### src/rtl/fft_agu_pkg.sv
package fft_agu_pkg;
    localparam int LOG2N = 8;
    localparam int PW    = LOG2N;
    localparam int AW    = LOG2N + 1;
    localparam int BW    = LOG2N - 1;
    localparam int SW    = $clog2(LOG2N);

    typedef enum logic [1:0] {
        M_IDLE   = 2'd0,
        M_LOAD   = 2'd1,
        M_UNLOAD = 2'd2,
        M_XFORM  = 2'd3
    } mode_t;

    function automatic logic [PW-1:0] rev_point(input logic [PW-1:0] v);
        logic [PW-1:0] r;
        for (int i = 0; i < PW; i++) r[i] = v[PW-1-i];
        return r;
    endfunction

    function automatic logic [PW-1:0] put_bit(input logic [BW-1:0] b,
                                              input logic [SW-1:0] s,
                                              input logic v);
        logic [PW-1:0] r;
        int p;
        p = BW - int'(s);
        for (int i = 0; i < PW; i++) begin
            if (i < p)       r[i] = b[i];
            else if (i == p) r[i] = v;
            else             r[i] = b[i-1];
        end
        return r;
    endfunction

    function automatic logic [BW-1:0] twiddle(input logic [BW-1:0] b,
                                              input logic [SW-1:0] s);
        logic [BW-1:0] k;
        int p;
        p = BW - int'(s);
        k = '0;
        for (int i = 0; i < BW; i++) begin
            if (i < int'(s)) k[BW-1-i] = b[p+i];
        end
        return k;
    endfunction
endpackage

### src/rtl/fft_agu_counter.sv
module fft_agu_counter
    import fft_agu_pkg::*;
(
    input  logic          clk,
    input  logic          rst,
    input  mode_t         mode,
    input  logic          inc,
    input  logic          clr,
    output logic [AW:0]   cnt,
    output logic [SW-1:0] stage,
    output logic          stage_done,
    output logic          fft_done
);
    localparam logic [SW-1:0] LAST_STAGE = SW'(LOG2N - 1);

    always_ff @(posedge clk) begin
        if (rst || clr) begin
            cnt        <= '0;
            stage      <= '0;
            stage_done <= 1'b0;
            fft_done   <= 1'b0;
        end else begin
            stage_done <= 1'b0;
            if (inc) begin
                case (mode)
                    M_LOAD, M_UNLOAD: begin
                        if (!cnt[AW]) cnt <= cnt + 1'b1;
                    end
                    M_XFORM: begin
                        if (!fft_done) begin
                            if (cnt[AW-1:0] == '1) begin
                                cnt        <= '0;
                                stage_done <= 1'b1;
                                stage      <= stage + 1'b1;
                                if (stage == LAST_STAGE) fft_done <= 1'b1;
                            end else begin
                                cnt <= cnt + 1'b1;
                            end
                        end
                    end
                    default: ;
                endcase
            end
        end
    end
endmodule

### src/rtl/fft_agu_index.sv
module fft_agu_index
    import fft_agu_pkg::*;
(
    input  mode_t         mode,
    input  logic [AW-1:0] word,
    input  logic [SW-1:0] stage,
    output logic [AW-1:0] rd_addr,
    output logic [BW-1:0] rom_addr
);
    logic [BW-1:0] bfly;
    logic [1:0]    phase;
    logic [PW-1:0] idx_a, idx_b;

    assign bfly  = word[AW-1:2];
    assign phase = word[1:0];

    always_comb begin
        idx_a    = put_bit(bfly, stage, 1'b0);
        idx_b    = put_bit(bfly, stage, 1'b1);
        rd_addr  = '0;
        rom_addr = '0;
        case (mode)
            M_LOAD:   rd_addr = word;
            M_UNLOAD: rd_addr = {rev_point(word[AW-1:1]), word[0]};
            M_XFORM: begin
                rd_addr  = {(phase[1] ? idx_a : idx_b), phase[0]};
                rom_addr = twiddle(bfly, stage);
            end
            default: ;
        endcase
    end
endmodule

### src/rtl/fft_agu_skew.sv
module fft_agu_skew
    import fft_agu_pkg::*;
#(
    parameter int LAT = 5
) (
    input  logic          clk,
    input  logic          rst,
    input  logic [AW-1:0] din,
    output logic [AW-1:0] dout
);
    logic [AW-1:0] pipe [LAT];

    for (genvar g = 0; g < LAT; g++) begin : g_stage
        always_ff @(posedge clk) begin
            if (rst)         pipe[g] <= '0;
            else if (g == 0) pipe[g] <= din;
            else             pipe[g] <= pipe[(g == 0) ? 0 : g-1];
        end
    end

    assign dout = pipe[LAT-1];
endmodule

### src/rtl/fft_agu.sv
module fft_agu
    import fft_agu_pkg::*;
#(
    parameter int LAT = 5
) (
    input  logic          clk,
    input  logic          rst,
    input  logic [1:0]    mode_i,
    input  logic          inc_i,
    input  logic          clr_i,
    output logic [AW-1:0] rd_addr_o,
    output logic [AW-1:0] wr_addr_o,
    output logic [BW-1:0] rom_addr_o,
    output logic          io_done_o,
    output logic          stage_done_o,
    output logic          fft_done_o
);
    mode_t         mode;
    logic [AW:0]   cnt;
    logic [SW-1:0] stage;
    logic [AW-1:0] skewed;

    assign mode = mode_t'(mode_i);

    fft_agu_counter u_cnt (
        .clk(clk), .rst(rst), .mode(mode), .inc(inc_i), .clr(clr_i),
        .cnt(cnt), .stage(stage), .stage_done(stage_done_o), .fft_done(fft_done_o)
    );

    fft_agu_index u_idx (
        .mode(mode), .word(cnt[AW-1:0]), .stage(stage),
        .rd_addr(rd_addr_o), .rom_addr(rom_addr_o)
    );

    fft_agu_skew #(.LAT(LAT)) u_skew (
        .clk(clk), .rst(rst), .din(rd_addr_o), .dout(skewed)
    );

    assign io_done_o = cnt[AW];
    assign wr_addr_o = (mode == M_XFORM) ? skewed : rd_addr_o;
endmodule

### config.mk
export PLATFORM = sky130hd
export DESIGN_NAME = fft_agu
export DESIGN_NICKNAME = d
export VERILOG_FILES = /design/src/rtl/fft_agu_pkg.sv /design/src/rtl/fft_agu_counter.sv /design/src/rtl/fft_agu_index.sv /design/src/rtl/fft_agu_skew.sv /design/src/rtl/fft_agu.sv
export SDC_FILE = /design/constraint.sdc
export NUM_CORES = 1
export LEC_CHECK = 0
export BUFFER_PORTS_ARGS = -buffer_cell sky130_fd_sc_hd__buf_2
export CAP_MARGIN = 10
export CORE_UTILIZATION = 60
export CTS_CLUSTER_DIAMETER = 200
export CTS_CLUSTER_SIZE = 16
export DETAILED_ROUTE_END_ITERATION = 10
export GPL_TIMING_DRIVEN = 1
export PLACE_DENSITY = 0.93
export RECOVER_POWER = 25
export SLEW_MARGIN = 25
export SYNTH_ARGS = -nofsm -noshare
export SYNTH_HDL_FRONTEND = slang
export SYNTH_HIERARCHICAL = 1
export SYNTH_SLANG_ARGS = --single-unit
### constraint.sdc
create_clock -name clk -period 6.2 [get_ports clk]
set_clock_uncertainty 0.1 [all_clocks]
set_input_delay 0 -clock clk [delete_from_list [all_inputs] [get_ports clk]]
set_output_delay 0 -clock clk [all_outputs]
set_load 0.1 [all_outputs]
==> impl_results.md <==
- Outcome: finished, violations left
- Failing checks: max-capacitance violations, max-slew violations
- Std cell rows: 25
- CTS tree: done
- Die W: around 73 um
- Residual DRC: 0
- Commonest cells after routing, fill and taps aside: dfxtp_1 (60), nor2b_1 (50), buf_2 (32), ha_1 (21), nor2_1 (19)
- NetSw: 205 uW
- Unique masters post-synth: 47
- Power share of the sequential group: 44.5%
- Hold Violations, Final: 0
- Setup TNS: 0 ps
- CTS H-tree lvls: 3
- Switching Fraction: between 20% and 30%
- Setup violations, final: 0
- Clock power frac: 49.3%
- Inserted Clock Buffers: 9
- Via count: between 2000 and 2500
- ANT cells: 0
- Port buffer count: 33
- Synthesis-to-finish area growth: 15.1%
- Sink Count: 60
- Worst-path clk slew: 70 ps
- First-pass GRT wire length: 10300 um
- CP cell instances: inv_1, ha_1, nor4b_1, a31oi_1, mux2i_1, a32o_1, mux2_2, buf_2
- WP data required: 6100 ps
- I/O pin count: 34
- Crit path from: u_cnt/stage[0]
- Crit Path Class: reg -> out
- Setup crit end kind: primary output
- Root Driver: clkbuf_8
- Yosys reg bits: 60
- Most common cell after layout, fill and taps aside: dfxtp_1
- Core Area: 0.00475 sq mm
- Vias in the first global route: 2238
- Slowest cell delay on critical path: 770 ps
- CP top delay family: flip-flops
- Final Max Tran Viols: 47
- Die area: 0.00526 sq mm
- F_max: 312 MHz
- Post-Syn Nets: 337
- Leak: 1.49 nW
- Startpoint Class: register
- Sequential fraction of the synthesis area: 40.2%
- R2r startpoint: u_cnt/stage[0]
- Number of maximum-capacitance violations: 1
- WL per Instance: between 15 and 20 um
- Worst Path Buf+Inv: 2
- Via/cell ratio: 5.72
- Synth Flop Type: dfxtp_1
- Max Root-Sink Buffers: 2
- Least-Margin Pin Slew: 1750 ps
- Nets: 369
- Cell Area, Synth: 0.00299 sq mm
- Fillers: 337
- Global placement routability congestion: 0.830
- Remaining antenna violation count: 0
- Hold Path Class: in -> reg
- Final min period: 3200 ps
- Number of DRC markers in iteration 0: 227
- Total Power: 875 uW
- EDFF count, synth: 0
- Worst Hold Launch: mode_i[0]
- Worst slew margin: -17.0%
- Tcrit/Tclk final: 51.7%
- Mapped Avg Cell Area: a little under 10 sq um
- Pin count of the biggest net entering global routing: 47
- Unrepaired setup endpoints after global routing: false
- Antenna violations before repair: 0
- Slowest cell on crit path: dfxtp_1
- Starting density of the core: a little over three fifths
- Total GRT Usage: 26.1%
- Clk Latency, worst-skew pair: 350 ps
- Power per Cell Area: between 200 and 300 mW/mm^2
- CP max FO: 19
- Routed WL: 6540 um
- Post-synth ARST share: 0%
- Combinational power share: 6.2%
- DRT Pass-1 Iters: 4
- DIE HEIGHT: 72.5 um
- Worst EP arrival: 3100 ps
- Syn Inst Count: 310
- Layout cell share with drive strength beyond 1: 19.9%
- Dpl hpwl: between 4000 and 5000 um
- Worst vdd ir: 0.233 mV
- Post-CTS setup buffer count: 0
- Int Pwr: 670 uW
- Yosys Warn Count: 6
- Gr ovfl total: 0
[kinds of logic after synthesis]
logic type      share of synthesized area [%]
compound gates                           11.9
xor+xnor                                 1.47
fa+ha+maj                                8.80
buf+inv                                  3.77
flops                                    40.2
mux                                      11.5
simple gates                             22.3
[state kept, by name, indices dropped and copies added, names as in the netlist]
| name | flops |
|---|---|
| u_cnt/stage_done | 1 |
| u_skew/pipe | 45 |
| u_cnt/cnt | 10 |
| u_cnt/fft_done | 1 |
| u_cnt/stage | 3 |
[worst min-delay path, cell delays in order]
cell and delay (ps):
buf_2 250, nand3_1 140, a211oi_1 90, nor2b_1 120
[stage by stage]
stage | cell area, sq um | setup WS [ps] | util, % | instances | hold WS (ps)
floorplan | 2990 | 1640 | - | 310 | -28.4
global placement | 3160 | 3580 | 66.4 | 395 | 227
detailed placement | 3160 | 3470 | 66.4 | 395 | 244
CTS | 3440 | 3070 | 72.3 | 414 | 110
global route | 3440 | 2860 | 72.3 | 414 | 231
finish | 3440 | 3000 | 72.3 | 414 | 208
[layer usage]
layer | track usage, % | vias up | wire length, um
met3 | 8.47 | 13 | 432
met2 | 43.6 | 92 | 3180
met4 | 8.28 | 0 | 128
met5 | 0 | - | 0
li1 | - | 1141 | -
met1 | 31.9 | 1121 | 2800
[power groups by stage]
stage	Combinational, mW	Sequential, mW	Clock [mW]
floorplan	0.0418	0.399	0
global placement	0.0510	0.398	0
detailed placement	0.0523	0.398	0
CTS	0.0541	0.389	0.435
global route	0.0574	0.389	0.451
finish	0.0545	0.389	0.431
[synth_stat cells, drive strengths merged, types with 4 or more instances]
cell,count,area [sq um]
a211oi,4,30.0
a21oi,12,60.1
and3,4,25.0
buf,8,48.8
clkbuf,7,26.3
dfxtp,60,1200
ha,21,263
inv,10,37.5
mux2,12,135
mux2i,14,140
nand2,13,56.3
nand2b,5,31.3
nand3,8,40.0
nand3b,4,30.0
nor2,19,71.3
nor2b,50,313
o21ai,16,83.8
xor2,5,43.8
[layout make-up]
type	instances	area (sq um)	share of cell area [%]
clock buffers	9	124	3.61
multi-input cells	225	1670	48.7
repair buffers	36	194	5.64
clock inverters	7	124	3.61
flip-flops and latches	60	1200	35.0
inverters	10	37.5	1.09
well taps	67	83.8	2.44
[path summary, 6_finish.rpt]
kind / endpoint / slack [ps] / cells past startpoint
setup / recovery: wr_addr_o[7] / 3000 / 8
hold / removal: u_skew/pipe[0][8] / 210 / 4
setup reg to reg: u_skew/pipe[0][7] / 3640 / 7
hold reg to reg: u_skew/pipe[4][6] / 340 / 1
[repair_timing]
action                                  in CTS  in global routing
endpoints found under the hold margin        8                  0
hold buffers                                 3                  0
resized for setup                            0                  0
endpoints found under the setup margin       0                  0
Note: power is estimated with default switching activity, not from simulation.
